$ cat src/rtl/xbus_pkg.sv
package xbus_pkg;

  localparam int SHORT_W = 4;
  localparam int LONG_W  = 8;
  localparam int CNT_W   = LONG_W + 1;

  typedef struct packed {
    logic [SHORT_W-1:0] ce_setup;
    logic [SHORT_W-1:0] adv_len;
    logic [SHORT_W-1:0] mux_len;
    logic [SHORT_W-1:0] we_len;
    logic [SHORT_W-1:0] hold_len;
    logic [LONG_W-1:0]  oe_len;
    logic [LONG_W-1:0]  wait_len;
    logic               wide;
    logic               muxed;
    logic               rdy_early;
    logic               rdy_hi;
    logic               adv_hi;
    logic               strb_hi;
    logic               ce_hi;
  } xbus_cfg_t;

  typedef enum logic [2:0] {
    ST_IDLE,
    ST_SETUP,
    ST_ADDR,
    ST_STROBE,
    ST_HOLD
  } xbus_state_e;

  typedef struct packed {
    logic ce;
    logic adv;
    logic we;
    logic oe;
  } xbus_act_t;

endpackage

$ cat src/rtl/xbus_capture.sv
module xbus_capture
  import xbus_pkg::*;
#(
  parameter int ADDR_W = 24,
  parameter int DATA_W = 32,
  parameter int BE_W   = DATA_W / 8
) (
  input  logic              clk,
  input  logic              rst,
  input  logic              accept,
  input  logic              in_idle,
  input  xbus_cfg_t         cfg_in,
  input  logic              req_write,
  input  logic [ADDR_W-1:0] req_addr,
  input  logic [DATA_W-1:0] req_wdata,
  input  logic [BE_W-1:0]   req_be,
  output xbus_cfg_t         cfg_use,
  output logic              write_use,
  output logic [ADDR_W-1:0] addr_use,
  output logic [DATA_W-1:0] wdata_use,
  output logic [BE_W-1:0]   be_use
);

  xbus_cfg_t         cfg_q;
  logic              write_q;
  logic [ADDR_W-1:0] addr_q;
  logic [DATA_W-1:0] wdata_q;
  logic [BE_W-1:0]   be_q;

  // Snapshot of the request and configuration taken at the accepting edge
  always_ff @(posedge clk) begin
    if (rst) begin
      cfg_q   <= '0;
      write_q <= 1'b0;
      addr_q  <= '0;
      wdata_q <= '0;
      be_q    <= '0;
    end else if (accept) begin
      cfg_q   <= cfg_in;
      write_q <= req_write;
      addr_q  <= req_addr;
      wdata_q <= req_wdata;
      be_q    <= req_be;
    end
  end

  // While idle the live inputs steer the next-state logic; afterwards the snapshot
  assign cfg_use   = in_idle ? cfg_in    : cfg_q;
  assign write_use = in_idle ? req_write : write_q;
  assign addr_use  = in_idle ? req_addr  : addr_q;
  assign wdata_use = in_idle ? req_wdata : wdata_q;
  assign be_use    = in_idle ? req_be    : be_q;

endmodule

$ cat src/rtl/xbus_seq.sv
module xbus_seq
  import xbus_pkg::*;
(
  input  logic      clk,
  input  logic      rst,
  input  logic      req_valid,
  input  xbus_cfg_t cfg,
  input  logic      write,
  input  logic      rdy_pin,
  output logic      req_ready,
  output logic      accept,
  output logic      cap_now,
  output logic      done_nxt,
  output xbus_act_t act_nxt,
  output logic      ad_oe_nxt,
  output logic      addr_phase_nxt,
  output logic      busy_nxt
);

  xbus_state_e      state_q, state_d;
  logic [CNT_W-1:0] cnt_q, cnt_d, cnt_inc;
  logic             got_q, got_d, pend_q, pend_d;
  logic             rdy_act, in_read, wait_ok, ok_now, oe_done, last;

  assign req_ready = (state_q == ST_IDLE);
  assign accept    = req_ready & req_valid;

  assign rdy_act = cfg.rdy_hi ? rdy_pin : ~rdy_pin;
  assign cnt_inc = (&cnt_q) ? cnt_q : cnt_q + 1'b1;
  assign in_read = (state_q == ST_STROBE) && !write;

  // Ready counts only once strobe cycle index exceeds the wait field
  assign wait_ok = cnt_q > CNT_W'(cfg.wait_len);
  assign ok_now  = in_read && wait_ok && rdy_act && !got_q && !pend_q;
  assign cap_now = in_read && !got_q && (cfg.rdy_early ? pend_q : ok_now);
  assign oe_done = cnt_q >= CNT_W'(cfg.oe_len);

  always_comb begin
    state_d = state_q;
    cnt_d   = cnt_inc;
    last    = 1'b0;
    case (state_q)
      ST_IDLE: begin
        cnt_d = '0;
        if (accept) state_d = ST_SETUP;
      end
      ST_SETUP: begin
        if (cnt_q == CNT_W'(cfg.ce_setup)) begin
          state_d = cfg.muxed ? ST_ADDR : ST_STROBE;
          cnt_d   = '0;
        end
      end
      ST_ADDR: begin
        if (cnt_q == CNT_W'(cfg.mux_len)) begin
          state_d = ST_STROBE;
          cnt_d   = '0;
        end
      end
      ST_STROBE: begin
        last = write ? (cnt_q == CNT_W'(cfg.we_len)) : ((got_q | cap_now) && oe_done);
        if (last) begin
          state_d = ST_HOLD;
          cnt_d   = '0;
        end
      end
      ST_HOLD: begin
        if (cnt_q == CNT_W'(cfg.hold_len)) begin
          state_d = ST_IDLE;
          cnt_d   = '0;
        end
      end
      default: begin
        state_d = ST_IDLE;
        cnt_d   = '0;
      end
    endcase
  end

  assign pend_d   = (state_q == ST_IDLE) ? 1'b0 : (pend_q | (cfg.rdy_early & ok_now));
  assign got_d    = (state_q == ST_IDLE) ? 1'b0 : (got_q | cap_now);
  assign done_nxt = cap_now | ((state_q == ST_STROBE) && write && last);

  // Pin activity decoded from the next state so registered pins line up with it
  always_comb begin
    act_nxt.ce     = (state_d == ST_ADDR) || (state_d == ST_STROBE) || (state_d == ST_HOLD);
    act_nxt.adv    = (state_d == ST_ADDR) && (cnt_d <= CNT_W'(cfg.adv_len));
    act_nxt.we     = (state_d == ST_STROBE) && write;
    act_nxt.oe     = (state_d == ST_STROBE) && !write;
    ad_oe_nxt      = (state_d == ST_ADDR) ||
                     (((state_d == ST_STROBE) || (state_d == ST_HOLD)) && write);
    addr_phase_nxt = (state_d == ST_ADDR);
    busy_nxt       = (state_d != ST_IDLE);
  end

  always_ff @(posedge clk) begin
    if (rst) begin
      state_q <= ST_IDLE;
      cnt_q   <= '0;
      got_q   <= 1'b0;
      pend_q  <= 1'b0;
    end else begin
      state_q <= state_d;
      cnt_q   <= cnt_d;
      got_q   <= got_d;
      pend_q  <= pend_d;
    end
  end

endmodule

$ cat src/rtl/xbus_io.sv
module xbus_io
  import xbus_pkg::*;
#(
  parameter int ADDR_W = 24,
  parameter int DATA_W = 32,
  parameter int BE_W   = DATA_W / 8
) (
  input  logic              clk,
  input  logic              rst,
  input  xbus_cfg_t         cfg,
  input  xbus_act_t         act_nxt,
  input  logic              ad_oe_nxt,
  input  logic              addr_phase_nxt,
  input  logic              busy_nxt,
  input  logic              done_nxt,
  input  logic              cap_now,
  input  logic [ADDR_W-1:0] addr,
  input  logic [DATA_W-1:0] wdata,
  input  logic [BE_W-1:0]   be,
  input  logic [DATA_W-1:0] ad_in,
  output logic              bus_ce,
  output logic              bus_adv,
  output logic              bus_oe,
  output logic              bus_we,
  output xbus_act_t         act_q,
  output logic [DATA_W-1:0] ad_out,
  output logic              ad_oe,
  output logic [ADDR_W-1:0] addr_pin,
  output logic [BE_W-1:0]   be_pin,
  output logic [DATA_W-1:0] rdata,
  output logic              done
);

  localparam int HALF    = DATA_W / 2;
  localparam int BE_HALF = BE_W / 2;

  logic [DATA_W-1:0] lane_mask, addr_ext, ad_nxt;
  logic [BE_W-1:0]   be_mask;

  generate
    if (ADDR_W >= DATA_W) begin : g_addr_trunc
      assign addr_ext = addr[DATA_W-1:0];
    end else begin : g_addr_ext
      assign addr_ext = {{(DATA_W-ADDR_W){1'b0}}, addr};
    end
  endgenerate

  assign lane_mask = cfg.wide ? {DATA_W{1'b1}} : {{HALF{1'b0}}, {HALF{1'b1}}};
  assign be_mask   = cfg.wide ? {BE_W{1'b1}}   : {{BE_HALF{1'b0}}, {BE_HALF{1'b1}}};
  assign ad_nxt    = ad_oe_nxt ? ((addr_phase_nxt ? addr_ext : wdata) & lane_mask) : '0;

  always_ff @(posedge clk) begin
    if (rst) begin
      bus_ce   <= 1'b1;
      bus_adv  <= 1'b1;
      bus_oe   <= 1'b1;
      bus_we   <= 1'b1;
      act_q    <= '0;
      ad_out   <= '0;
      ad_oe    <= 1'b0;
      addr_pin <= '0;
      be_pin   <= '0;
      rdata    <= '0;
      done     <= 1'b0;
    end else begin
      bus_ce   <= cfg.ce_hi   ? act_nxt.ce  : ~act_nxt.ce;
      bus_adv  <= cfg.adv_hi  ? act_nxt.adv : ~act_nxt.adv;
      bus_oe   <= cfg.strb_hi ? act_nxt.oe  : ~act_nxt.oe;
      bus_we   <= cfg.strb_hi ? act_nxt.we  : ~act_nxt.we;
      act_q    <= act_nxt;
      ad_out   <= ad_nxt;
      ad_oe    <= ad_oe_nxt;
      addr_pin <= busy_nxt ? addr : '0;
      be_pin   <= busy_nxt ? (be & be_mask) : '0;
      done     <= done_nxt;
      if (cap_now) rdata <= ad_in & lane_mask;
    end
  end

endmodule

$ cat src/rtl/xbus_master.sv
module xbus_master
  import xbus_pkg::*;
#(
  parameter int ADDR_W = 24,
  parameter int DATA_W = 32,
  parameter int BE_W   = DATA_W / 8
) (
  input  logic               clk,
  input  logic               rst,
  input  logic               req_valid,
  output logic               req_ready,
  input  logic               req_write,
  input  logic [ADDR_W-1:0]  req_addr,
  input  logic [DATA_W-1:0]  req_wdata,
  input  logic [BE_W-1:0]    req_be,
  output logic               rsp_done,
  output logic [DATA_W-1:0]  rsp_rdata,
  input  logic [SHORT_W-1:0] cfg_ce_setup,
  input  logic [SHORT_W-1:0] cfg_adv_len,
  input  logic [SHORT_W-1:0] cfg_mux_len,
  input  logic [SHORT_W-1:0] cfg_we_len,
  input  logic [LONG_W-1:0]  cfg_oe_len,
  input  logic [SHORT_W-1:0] cfg_hold_len,
  input  logic [LONG_W-1:0]  cfg_wait_len,
  input  logic               cfg_wide,
  input  logic               cfg_muxed,
  input  logic               cfg_rdy_early,
  input  logic               cfg_rdy_hi,
  input  logic               cfg_adv_hi,
  input  logic               cfg_strb_hi,
  input  logic               cfg_ce_hi,
  output logic               bus_ce,
  output logic               bus_adv,
  output logic               bus_oe,
  output logic               bus_we,
  input  logic               bus_rdy,
  output logic [ADDR_W-1:0]  bus_addr,
  output logic [BE_W-1:0]    bus_be,
  output logic [DATA_W-1:0]  bus_ad_out,
  output logic               bus_ad_oe,
  input  logic [DATA_W-1:0]  bus_ad_in
);

  xbus_cfg_t         cfg_in, cfg_use;
  xbus_act_t         act_nxt, act_q;
  logic              accept, cap_now, done_nxt, ad_oe_nxt, addr_phase_nxt, busy_nxt;
  logic              write_use;
  logic [ADDR_W-1:0] addr_use;
  logic [DATA_W-1:0] wdata_use;
  logic [BE_W-1:0]   be_use;

  always_comb begin
    cfg_in.ce_setup  = cfg_ce_setup;
    cfg_in.adv_len   = cfg_adv_len;
    cfg_in.mux_len   = cfg_mux_len;
    cfg_in.we_len    = cfg_we_len;
    cfg_in.hold_len  = cfg_hold_len;
    cfg_in.oe_len    = cfg_oe_len;
    cfg_in.wait_len  = cfg_wait_len;
    cfg_in.wide      = cfg_wide;
    cfg_in.muxed     = cfg_muxed;
    cfg_in.rdy_early = cfg_rdy_early;
    cfg_in.rdy_hi    = cfg_rdy_hi;
    cfg_in.adv_hi    = cfg_adv_hi;
    cfg_in.strb_hi   = cfg_strb_hi;
    cfg_in.ce_hi     = cfg_ce_hi;
  end

  xbus_capture #(.ADDR_W(ADDR_W), .DATA_W(DATA_W), .BE_W(BE_W)) u_capture (
    .clk       (clk),
    .rst       (rst),
    .accept    (accept),
    .in_idle   (req_ready),
    .cfg_in    (cfg_in),
    .req_write (req_write),
    .req_addr  (req_addr),
    .req_wdata (req_wdata),
    .req_be    (req_be),
    .cfg_use   (cfg_use),
    .write_use (write_use),
    .addr_use  (addr_use),
    .wdata_use (wdata_use),
    .be_use    (be_use)
  );

  xbus_seq u_seq (
    .clk            (clk),
    .rst            (rst),
    .req_valid      (req_valid),
    .cfg            (cfg_use),
    .write          (write_use),
    .rdy_pin        (bus_rdy),
    .req_ready      (req_ready),
    .accept         (accept),
    .cap_now        (cap_now),
    .done_nxt       (done_nxt),
    .act_nxt        (act_nxt),
    .ad_oe_nxt      (ad_oe_nxt),
    .addr_phase_nxt (addr_phase_nxt),
    .busy_nxt       (busy_nxt)
  );

  xbus_io #(.ADDR_W(ADDR_W), .DATA_W(DATA_W), .BE_W(BE_W)) u_io (
    .clk            (clk),
    .rst            (rst),
    .cfg            (cfg_use),
    .act_nxt        (act_nxt),
    .ad_oe_nxt      (ad_oe_nxt),
    .addr_phase_nxt (addr_phase_nxt),
    .busy_nxt       (busy_nxt),
    .done_nxt       (done_nxt),
    .cap_now        (cap_now),
    .addr           (addr_use),
    .wdata          (wdata_use),
    .be             (be_use),
    .ad_in          (bus_ad_in),
    .bus_ce         (bus_ce),
    .bus_adv        (bus_adv),
    .bus_oe         (bus_oe),
    .bus_we         (bus_we),
    .act_q          (act_q),
    .ad_out         (bus_ad_out),
    .ad_oe          (bus_ad_oe),
    .addr_pin       (bus_addr),
    .be_pin         (bus_be),
    .rdata          (rsp_rdata),
    .done           (rsp_done)
  );

endmodule

$ cat config.mk
export PLATFORM = sky130hd
export DESIGN_NAME = xbus_master
export DESIGN_NICKNAME = d
export VERILOG_FILES = /design/src/rtl/xbus_pkg.sv /design/src/rtl/xbus_capture.sv /design/src/rtl/xbus_seq.sv /design/src/rtl/xbus_io.sv /design/src/rtl/xbus_master.sv
export SDC_FILE = /design/constraint.sdc
export NUM_CORES = 1
export LEC_CHECK = 0
export BUFFER_PORTS_ARGS = -buffer_cell sky130_fd_sc_hd__buf_2
export CORE_ASPECT_RATIO = 0.9
export CORE_MARGIN = 3
export CORE_UTILIZATION = 55
export CTS_BUF_LIST = sky130_fd_sc_hd__clkbuf_2 sky130_fd_sc_hd__clkbuf_4 sky130_fd_sc_hd__clkbuf_8
export DETAILED_ROUTE_END_ITERATION = 8
export MAX_ROUTING_LAYER = met4
export PLACE_DENSITY_LB_ADDON = 0.15
export SYNTH_ARGS = -nofsm -noshare
export SYNTH_HDL_FRONTEND = slang
export SYNTH_SLANG_ARGS = --single-unit
$ cat constraint.sdc
create_clock -name clk -period 7.65 [get_ports clk]
set_input_delay 0.3825 -clock clk [delete_from_list [all_inputs] [get_ports clk]]
set_output_delay 0.3825 -clock clk [all_outputs]
set_load 0.01 [all_outputs]
---- Yosys cells after proc, flatten, opt, wreduce, memory -nomap -nowiden ----
Cells that the tools add are included.
operators by class
  multiplexer cells ....................... 29
  bitwise operators ....................... 15
  divide/modulo/power cells ............... 0
  reductions and logical operators ........ 27
  equality and inequality tests ........... 11
  multiply operators ...................... 0
  shifts and indexed selects .............. 0
  add/subtract/negate cells ............... 1
  magnitude comparators ................... 3
operator list
  kind                                            count
  2-to-1 mux 32 bit                               3
  AND 32 bit                                      2
  2-to-1 mux 9 bit                                5
  2-to-1 mux 43 bit                               1
  == test 9 x 4 -> 1 bit                          4
  case mux 9 bit (4 select lines)                 1
  2-to-1 mux 24 bit                               1
  2-to-1 mux 3 bit                                5
  case mux 3 bit (5 select lines)                 1
  logical AND 1 bit                               14
  == test 3 x 2 -> 1 bit (second input constant)  4
  2-to-1 mux 1 bit                                10
  adder 9 x 1 -> 9 bit (second input constant)    1
  >= comparator 9 x 8 -> 1 bit                    1
  greater-than comparator 9 x 8 -> 1 bit          1
  <= comparator 9 x 4 -> 1 bit                    1
  AND reduction 9 bit                             1
  2-to-1 mux 4 bit                                2
  inverter 1 bit                                  7
  == test 3 bit (second input constant)           2
  OR reduction 2 bit                              3
  AND 4 bit                                       1
  logical OR 1 bit                                4
  == test 3 x 1 -> 1 bit (second input constant)  1
  5 further kinds                                 10
word-level totals
  logic and storage cells ................. 118
  RAM bits ................................ 0
  ROM bits ................................ 0
  input port bits ......................... 140
  output and inout port bits .............. 99
  bits in registers ....................... 216
  bits in latches ......................... 0
  memories kept ........................... 0

---- Logic depth before layout (Yosys ltp) ----
Gate-level depths: netlist of the first run.
  depth in word-level cells ............... 21
  mapped depth ............................ 26
  gate-level depth less buffers ........... 20

---- By module ----
From an unflattened synthesis of the first run, not the netlist that was laid out.
second synthesis, totals
  cell total of the unflattened synthesis .. 971
  area total of the unflattened synthesis .. 10,405.0 um2
by module, submodules not included
  module        seq. area each (um2)  area each (um2)  cells an instance  times used
  xbus_capture  2,082.0               5,210.0          452                1
  xbus_io       2,042.0               3,399.5          304                1
  xbus_seq      280.3                 1,795.5          215                1

---- Least setup slack after synthesis of the first run ----
Ideal clock, no wire load.
  path type ............................... reg-to-reg
  start ................................... reg u_seq.state_q[2]
  end ..................................... reg u_io.bus_adv
  data arrival time ....................... 5.426 ns
  stages on the path, launching flop included .. 26
  clock period less this slack ............ 5.550 ns
  required time ........................... 7.527 ns
  setup slack ............................. 2.100 ns
  path buffers ............................ 6
  library setup time ...................... 0.123 ns
  path through ............................ dfxtp_1 buf_2 or3_4 inv_2 buf_6 clkbuf_1 buf_1 clkbuf_1 mux2i_1 ha_1 a21oi_1 o221ai_1 a2111oi_0 o31ai_1 a21oi_1 a21oi_1 clkbuf_1 nor2_1 ha_1 nor2b_1 o21ai_0 nand2b_1 a21oi_1 a41o_1 o211ai_1 mux2i_1
on the way
  cells in the longest elaborated chain, start to end .. 19
  elaborated cells on any way between the ends .. 44
  classes of those cells .................. order compare (3); eq/ne (9); mux (18); bitwise (3); reduce/logical (11)
ends and longest elaborated chain
  item                                                                             RTL line         RTL
  from (decl)                                                                      xbus_seq.sv:20   xbus_state_e state_q, state_d;
  from (signal assigned)                                                           xbus_seq.sv:102  state_q <= state_d;
  branches (longest 14 deep; another with greater-than comparator 9 x 8 -> 1 bit)  n/a
  case mux 9 bit (4 select lines) *                                                xbus_seq.sv:42   case (state_q)
  via u_seq.cnt_d[1]                                                               xbus_seq.sv:21   logic [CNT_W-1:0] cnt_q, cnt_d, cnt_inc;
  <= comparator 9 x 4 -> 1 bit *                                                   xbus_seq.sv:86   act_nxt.adv = (state_d == ST_ADDR) && (cnt_d <= CNT_W'(cfg.adv_len));
  logical AND 1 bit *                                                              xbus_seq.sv:86
  inverter 1 bit                                                                   xbus_io.sv:67    bus_adv <= cfg.adv_hi ? act_nxt.adv : ~act_nxt.adv;
  2-to-1 mux 1 bit *                                                               xbus_io.sv:67
  to (signal assigned)                                                             xbus_io.sv:67
  to (decl)                                                                        xbus_io.sv:22    output logic bus_adv,
Mark *: on every way through the listed nets, which the timed path passes.
A chain may end at the register's enable or synchronous reset.

---- Worst setup path after layout of the first run ----
  start ................................... reg u_seq.state_q[1]
  end ..................................... reg u_io.bus_adv
The elaborated chain is that of the path after synthesis.

==> flow_metrics.py, run 1 <==
metrics = {
    "die": {
        "fp.dieArea_sq_um": 18300,
        "die_w_microns": 142.3,
        "core_sq_um": 16240,
        "start_util_pct": 56.59,
        "io_pins": 239,
        "die_h_microns": 128.6,
        "num_rows": 44,
    },
    "placement": {
        "port_buffers": 238,
        "placedCellCount": 1497,
        "gp_congestion": 0.9163,
        "dp.final_hpwl_microns": 16500,
    },
    "synthesis": {
        "synth.ff_latch_count": 216,
        "yosys_warnings": 0,
        "synth_edf_count": 0,
        "synth_top_area_share_pct": 47.05,
        "synth_nets": 1289,
        "ys.flop_type": "dfxtp_1",
        "synth.yosys.seq_area_share_pct": 47.05,
        "avgSynthCellArea_sq_um": 8.147,
        "synth.distinct_cells": 56,
        "yosys.area.top_type": "dfxtp_1",
        "synth_area_leaders": "dfxtp_1, nand2_1, a21oi_1",
        "netlist_area_sq_um": 9190,
        "async_flop_share_pct": 0,
        "synthCells": 1128,
    },
    "power": {
        "vdd_drop_max_mv": 0.1569,
        "p_int_mw": 1.998,
        "switching_share_pct": 31.45,
        "combPwrFrac_pct": 22.5,
        "leakagePower_nw": 4.807,
        "seq_power_share_pct": 44.1,
        "switchingPower_uw": 916.5,
        "clkPwrFrac_pct": 33.4,
        "power.density_nw_per_um2": 264.2,
    },
    "clock_network": {
        "postCtsSetupBuffers": 0,
        "htree_levels": 2,
        "cts_tree": "yes",
        "cts.sinks": 216,
        "cts_resized": 0,
        "cts_buffers": 36,
        "cts.clk_slew.worst_paths_ns": 0.06,
        "cts_buffer_depth": 3,
        "cts-root-buf": "clkbuf_8",
        "insertion_delay_ns": 0.51,
        "postCtsHoldBufs": 0,
    },
    "worst_setup_path": {
        "regToRegSetupSlack_ns": 1.97,
        "worstSetupPathType": "reg2reg",
        "reg2reg_to": "u_io.bus_adv",
        "r2r-start": "u_seq.state_q[1]",
        "r2r_cells": 18,
        "crit_end": "u_io.bus_adv",
        "crit_start": "u_seq.state_q[1]",
        "arrival_ns": 6.07,
        "worstPathMaxFanout": 28,
        "critPathLaunchType": "flop",
        "critPathRequiredTime_ns": 8.04,
        "end_kind": "flop",
    },
    "timing": {
        "fin_crit_ns": 5.680,
        "worstMarginPinSlew_ns": 1.113,
        "hold_viol_final": 0,
        "hold_slack_ns": 0.1108,
        "max_freq_mhz": 176.1,
        "fin_crit_sh_pct": 74.25,
        "maxSlewHeadroom_pct": 25.82,
        "finalSetupTns_ns": 0,
        "fin_skew_ns": 0.01700,
        "setup_viol": 0,
        "rsz0062_at_grt": "false",
        "slew_violations": 0,
    },
    "hold_path": {
        "hold_path_class": "in2reg",
    },
    "route": {
        "postRouteAntennaNets": 0,
        "via_per_inst": 5.507,
        "post_drt_wl_per_cell_microns": 16.13,
        "dr.pass1.iters": 6,
        "drt_wl_total_microns": 25120,
        "dr.first_iter.drc_count": 599,
        "drc": 0,
        "via_count": 8575,
    },
    "final_layout": {
        "drive_gt1_share_pct": 23.96,
        "fin_util_pct": 67.91,
        "nets": 1489,
        "fill_cells": 1425,
        "seq_area_sq_um": 4324,
        "area.growth.synth_to_final_pct": 20.01,
        "fin_cells": 1557,
        "multi_input_area_sq_um": 4487,
    },
    "grt": {
        "antenna_found_initial": 2,
        "grt_pass1_wl_microns": 39720,
        "grt_max_degree": 101,
        "grt.total_usage_pct": 27.19,
        "grt_pass1_vias": 8086,
        "grt_overflow": 0,
    },
    "flow_run": {
        "drv_cap": 0,
    },
    "run_status": {
        "status": "complete, no violations",
    },
}
[power by group through the flow]
| stage | sequential, mW | combinational (mW) | clock, mW |
|---|---|---|---|
| floorplan | 1.30 | 0.463 | 0 |
| global placement | 1.31 | 0.641 | 0 |
| detailed placement | 1.31 | 0.655 | 0 |
| CTS | 1.28 | 0.657 | 0.996 |
| global route | 1.30 | 0.732 | 1.05 |
| finish | 1.29 | 0.657 | 0.972 |
[how the worst min path moves through the flow]
stage | endpoint | cells past startpoint | startpoint
global placement | u_io.rdata[30] | 2 | u_io.rdata[30]
CTS | u_io.rdata[6] | 3 | bus_ad_in[6]
floorplan | u_capture.be_q[2] | 2 | u_capture.be_q[2]
global route | u_io.rdata[7] | 3 | bus_ad_in[7]
finish | u_capture.wdata_q[0] | 3 | req_wdata[0]
detailed placement | u_io.rdata[17] | 2 | u_io.rdata[17]
[stage by stage]
step           power (mW)  setup slack (ns)  area [sq um]
3_3_place_gp        1.947             2.324         10350
3_5_place_dp        1.962             2.131         10350
4_1_cts             2.938             2.110         11020
2_1_floorplan       1.763             2.100          9190
5_1_grt             3.075             1.475         11030
6_report            2.914             1.970         11030
[kinds of logic (layout without fill, tap and decap cells)]
logic type / after synthesis / after routing / share of synthesized area (%)
and+or+nand+nor: 463 / 463 / 21.66
AOI/OAI and AO/OA: 263 / 263 / 16.31
DFF: 216 / 216 / 47.05
buffers and inverters: 91 / 311 / 4.234
muxes: 60 / 60 / 6.549
adders and majority gates: 21 / 21 / 2.859
xor gates and xnor gates: 14 / 14 / 1.334
other: 0 / 2 / 0
[per-layer routing]
layer / up-vias / GRT usage (%) / share of wire [%]
met4: 0 / 8.239 / 2.2
li1: 4228 / - / -
met5: - / - / 0
met3: 42 / 6.057 / 8.1
met1: 3966 / 35.86 / 44
met2: 339 / 42.02 / 46
[cell usage after synthesis, types with 2 or more instances]
library cell    n
a211oi_1        7
a21o_1          3
a21oi_1       203
a21oi_2         8
a31oi_1         4
and2_1          5
and3_1          7
and4_1          3
buf_1           5
buf_2           8
buf_6           5
clkbuf_1       65
dfxtp_1       216
ha_1           21
inv_1           7
mux2i_1        59
nand2_1       353
nand2b_1        3
nand3_1        22
nand3b_1        2
nand4_1         3
nor2_1         18
nor2b_1         3
nor3_1         14
nor3b_1         4
nor4_1          2
nor4b_1         5
o211ai_1        5
o21a_1          2
o21ai_0         8
o31a_1          6
o31ai_1         7
or2_1           2
or3_1           6
or4b_1          4
xnor2_1         7
xor2_1          7
[cell type report]
cell class	instances	area share, %
Multi-Input combinational cell	821	40.68
Tap cell	207	2.348
Antenna cell	2	0.04538
Timing Repair Buffer	245	11.30
Clock inverter	6	0.3290
Inverter	8	0.2836
Sequential cell	216	39.21
Clock buffer	52	5.808
[placed cells by master (no fill, tap or decap), types with 12 or more instances in the layout]
| cell | count |
|---|---|
| a21oi_1 | 203 |
| buf_2 | 237 |
| clkbuf_4 | 12 |
| clkbuf_8 | 40 |
| dfxtp_1 | 216 |
| ha_1 | 21 |
| mux2i_1 | 59 |
| nand2_1 | 352 |
| nand3_1 | 22 |
| nor2_1 | 18 |
| nor3_1 | 14 |
[registers in the layout, summed over array words and instances, names as in the netlist, 3 cells and up]
signal             flops
u_io.ad_out           32
u_capture.be_q         4
u_seq.cnt_q            9
u_seq.state_q          3
u_io.addr_pin         24
u_capture.wdata_q     32
u_capture.cfg_q       43
u_io.be_pin            4
u_io.rdata            32
u_capture.addr_q      24
[worst max-delay path, cell delays in order, from the launching register on]
cell,delay (ns)
dfxtp_1,0.91
or3_4,0.27
clkinv_2,0.39
mux2i_1,0.32
ha_1,0.29
a21oi_1,0.13
o221ai_1,0.13
a2111oi_0,0.78
o31ai_1,0.22
a21oi_1,0.40
a21oi_1,0.36
a211oi_1,0.35
ha_1,0.31
o21ai_0,0.09
nand2b_1,0.08
a21oi_1,0.15
a41o_1,0.11
o211ai_1,0.10
mux2i_1,0.15
Power figures use the tool's default switching activity.
==> run 2: changes to the inputs <==
--- a/config.mk
+++ b/config.mk
@@ -5,6 +5,7 @@
 export SDC_FILE = /design/constraint.sdc
 export NUM_CORES = 1
 export LEC_CHECK = 0
+export ABC_AREA = 1
 export BUFFER_PORTS_ARGS = -buffer_cell sky130_fd_sc_hd__buf_2
 export CORE_ASPECT_RATIO = 0.9
 export CORE_MARGIN = 3
==> constraint.sdc (replaced) <==
create_clock -name clk -period 5.3 [get_ports clk]
set_input_delay 0.265 -clock clk [delete_from_list [all_inputs] [get_ports clk]]
set_output_delay 0.265 -clock clk [all_outputs]
set_load 0.01 [all_outputs]
==> run 2 against run 1 <==
  * Routed wire length rose by 11%
  * Area after synthesis rose by 6.3%
  * Total power rose by 39%
  * Sequential power rose by 38%
  * Core utilization rose by 1.7 points
  * Largest cell class unchanged
  * Clock-buffer cell count rose by 5
  * Critical path depth rose by 10
==> flow_metrics.py, run 2 <==
metrics = {
    "run_status": {
        "status": "complete, no violations",
    },
    "grt": {
        "grt_pass1_vias": 8808,
        "grt_max_degree": 90,
        "gr-usage-met2_pct": 43.12,
        "use_met1_pct": 39.12,
        "grt.total_usage_pct": 28.61,
        "met3_usage_pct": 5.890,
        "antenna_found_initial": 2,
        "grt_pass1_wl_microns": 44910,
        "grt-busiest-layer": "met2",
        "grt_overflow": 0,
    },
    "power": {
        "vdd_drop_max_mv": 0.2081,
        "switchingPower_mw": 1.211,
        "p_int_mw": 2.831,
        "power.density_nw_per_um2": 339.0,
        "seq_power_share_pct": 43.9,
        "clkPwrFrac_pct": 36.5,
        "switching_share_pct": 29.96,
        "leakagePower_nw": 5.571,
        "combPwrFrac_pct": 19.5,
    },
    "synthesis": {
        "avgSynthCellArea_sq_um": 7.131,
        "synth_area_leaders": "dfxtp_1, nand2_1, o21ai_0",
        "synth.yosys.seq_area_share_pct": 44.26,
        "async_flop_share_pct": 0,
        "netlist_area_sq_um": 9769,
        "synth_edf_count": 0,
        "synthCells": 1370,
        "yosys_warnings": 0,
        "yosys.area.top_type": "dfxtp_1",
        "synth_top_area_share_pct": 44.26,
        "synth.distinct_cells": 36,
        "ys.flop_type": "dfxtp_1",
        "synth_nets": 1531,
        "synth.top_cells.by_count": "nand2_1, dfxtp_1, inv_1",
        "synth.ff_latch_count": 216,
        "yosysMostFrequentCell": "nand2_1",
    },
    "timing": {
        "setup_viol": 0,
        "fin_crit_ns": 4.108,
        "maxSlewHeadroom_pct": 27.68,
        "slew_violations": 0,
        "finalSetupTns_ns": 0,
        "hold_viol_final": 0,
        "fin_skew_ns": 0.01121,
        "fin_crit_sh_pct": 77.51,
        "max_freq_mhz": 243.4,
        "hold_slack_ns": 0.02825,
        "rsz0062_at_grt": "false",
        "worstMarginPinSlew_ns": 1.078,
    },
    "clock_network": {
        "insertion_delay_ns": 0.52,
        "cts.clk_slew.worst_paths_ns": 0.06,
        "cts_buffers": 36,
        "postCtsSetupBuffers": 0,
        "htree_levels": 2,
        "cts_buffer_depth": 3,
        "cts.sinks": 216,
        "cts_tree": "yes",
        "cts-root-buf": "clkbuf_8",
    },
    "route": {
        "drt_wl_total_microns": 27890,
        "dr.first_iter.drc_count": 714,
        "postRouteAntennaNets": 0,
        "dr.pass1.iters": 7,
        "drc": 0,
        "post_drt_wl_per_cell_microns": 15.08,
        "via_count": 9650,
        "via_per_inst": 5.216,
    },
    "worst_setup_path": {
        "r2r_cells": 28,
        "reg2reg_to": "u_io.bus_adv",
        "arrival_ns": 4.49,
        "cp_num_buf_inv": 2,
        "worst_path_dominant_cell_family": "simple AND/OR/NAND/NOR gates",
        "critPathRequiredTime_ns": 5.69,
        "crit_start": "u_seq.state_q[0]",
        "worstPathMaxFanout": 70,
        "cp_slowest_cell": "nand2_4",
        "r2r-start": "u_seq.state_q[0]",
        "critPathLaunchType": "flop",
        "end_kind": "flop",
        "regToRegSetupSlack_ns": 1.19,
        "worstSetupPathType": "reg2reg",
        "worst_path_largest_cell_delay_ns": 0.38,
        "path_common_cell": "nand2_1",
        "cp.depth": 28,
    },
    "final_layout": {
        "fin_util_pct": 69.66,
        "layout_common_cells": "nand2_1, buf_2, dfxtp_1, inv_1, nor2_1",
        "area.growth.synth_to_final_pct": 22.04,
        "largest_register_ffs": 43,
        "nets": 1751,
        "drive_gt1_share_pct": 22.32,
        "fill_cells": 1445,
        "layout_commonest_cell": "nand2_1",
        "multi_input_area_sq_um": 4576,
        "seq_area_sq_um": 4324,
        "top_register": "u_capture.cfg_q",
    },
    "hold_path": {
        "hold_end": "u_capture.wdata_q[4]",
        "hp-start": "req_wdata[4]",
        "holdPathStages": 3,
        "hold_path_class": "in2reg",
    },
    "die": {
        "die_w_microns": 146.5,
        "fp.dieArea_sq_um": 19400,
        "die_h_microns": 132.4,
        "io_pins": 239,
        "core_sq_um": 17120,
        "num_rows": 45,
        "start_util_pct": 57.08,
    },
    "placement": {
        "gp_congestion": 0.9445,
        "dp.final_hpwl_microns": 18040,
        "port_buffers": 238,
    },
    "flow_run": {
        "drv_cap": 0,
    },
}
==> run 2: per-layer routing <==
layer / vias to the layer above / part of all wire, % / wire length, microns
li1: 4900 / - / -
met1: 4294 / 46 / 12740
met2: 403 / 43 / 12130
met3: 53 / 8.4 / 2332
met4: 0 / 2.5 / 690
met5: - / 0 / 0
==> run 2: metrics by stage <==
stage | power [mW] | worst slack [ns] | cells | instance area [sq um]
floorplan | 2.352 | 0.9716 | 1370 | 9769
global placement | 2.555 | 1.422 | 1761 | 10940
detailed placement | 2.573 | 1.230 | 1761 | 10940
CTS | 4.060 | 1.217 | 1848 | 11920
global route | 4.257 | 0.5842 | 1850 | 11920
finish | 4.042 | 1.192 | 1850 | 11920
==> run 2: timing repair <==
item	CTS	global route
hold buffers	26	0
endpoints found under the hold margin	26	0
endpoints found under the setup margin	0	0
resized for setup	0	0
==> run 2: worst register-to-register path, delay by kind of cell (launching register included) <==
| family | cells | cell delay [ns] |
|---|---|---|
| fa+ha+maj | 2 | 0.53 |
| compound gates | 4 | 0.68 |
| buf+inv | 2 | 0.20 |
| flops | 1 | 0.33 |
| simple gates | 20 | 2.25 |
==> run 2: worst max-delay path by stage <==
stage	to	slack (ns)
floorplan	u_io.bus_adv	0.97
global placement	u_io.bus_adv	1.42
detailed placement	u_io.bus_adv	1.23
CTS	u_io.bus_adv	1.22
global route	u_io.bus_adv	0.58
finish	u_io.bus_adv	1.19
==> run 2: power by group through the flow <==
stage / Combinational (mW) / Clock [mW] / Sequential [mW]
2_1_floorplan: 0.534 / 0 / 1.82
3_3_place_gp: 0.749 / 0 / 1.81
3_5_place_dp: 0.764 / 0 / 1.81
4_1_cts: 0.783 / 1.50 / 1.78
5_1_grt: 0.899 / 1.57 / 1.79
6_report: 0.790 / 1.48 / 1.78
==> run 2: final cells by class <==
type	instances	area share, %
clock buffers	57	5.793
flip-flops and latches	216	36.27
clock inverters	4	0.1994
repair buffers	274	12.82
well taps	235	2.466
multi-input cells	934	38.38
diodes	2	0.04198
inverters	128	4.030
==> run 2: cell families after synthesis <==
kind of cell    after synthesis  share of synthesized area (%)
compound gates              303                          17.29
xor+xnor                      6                         0.5379
buf+inv                     220                          9.055
fa+ha+maj                    21                          2.690
flops                       216                          44.26
simple gates                604                          26.17
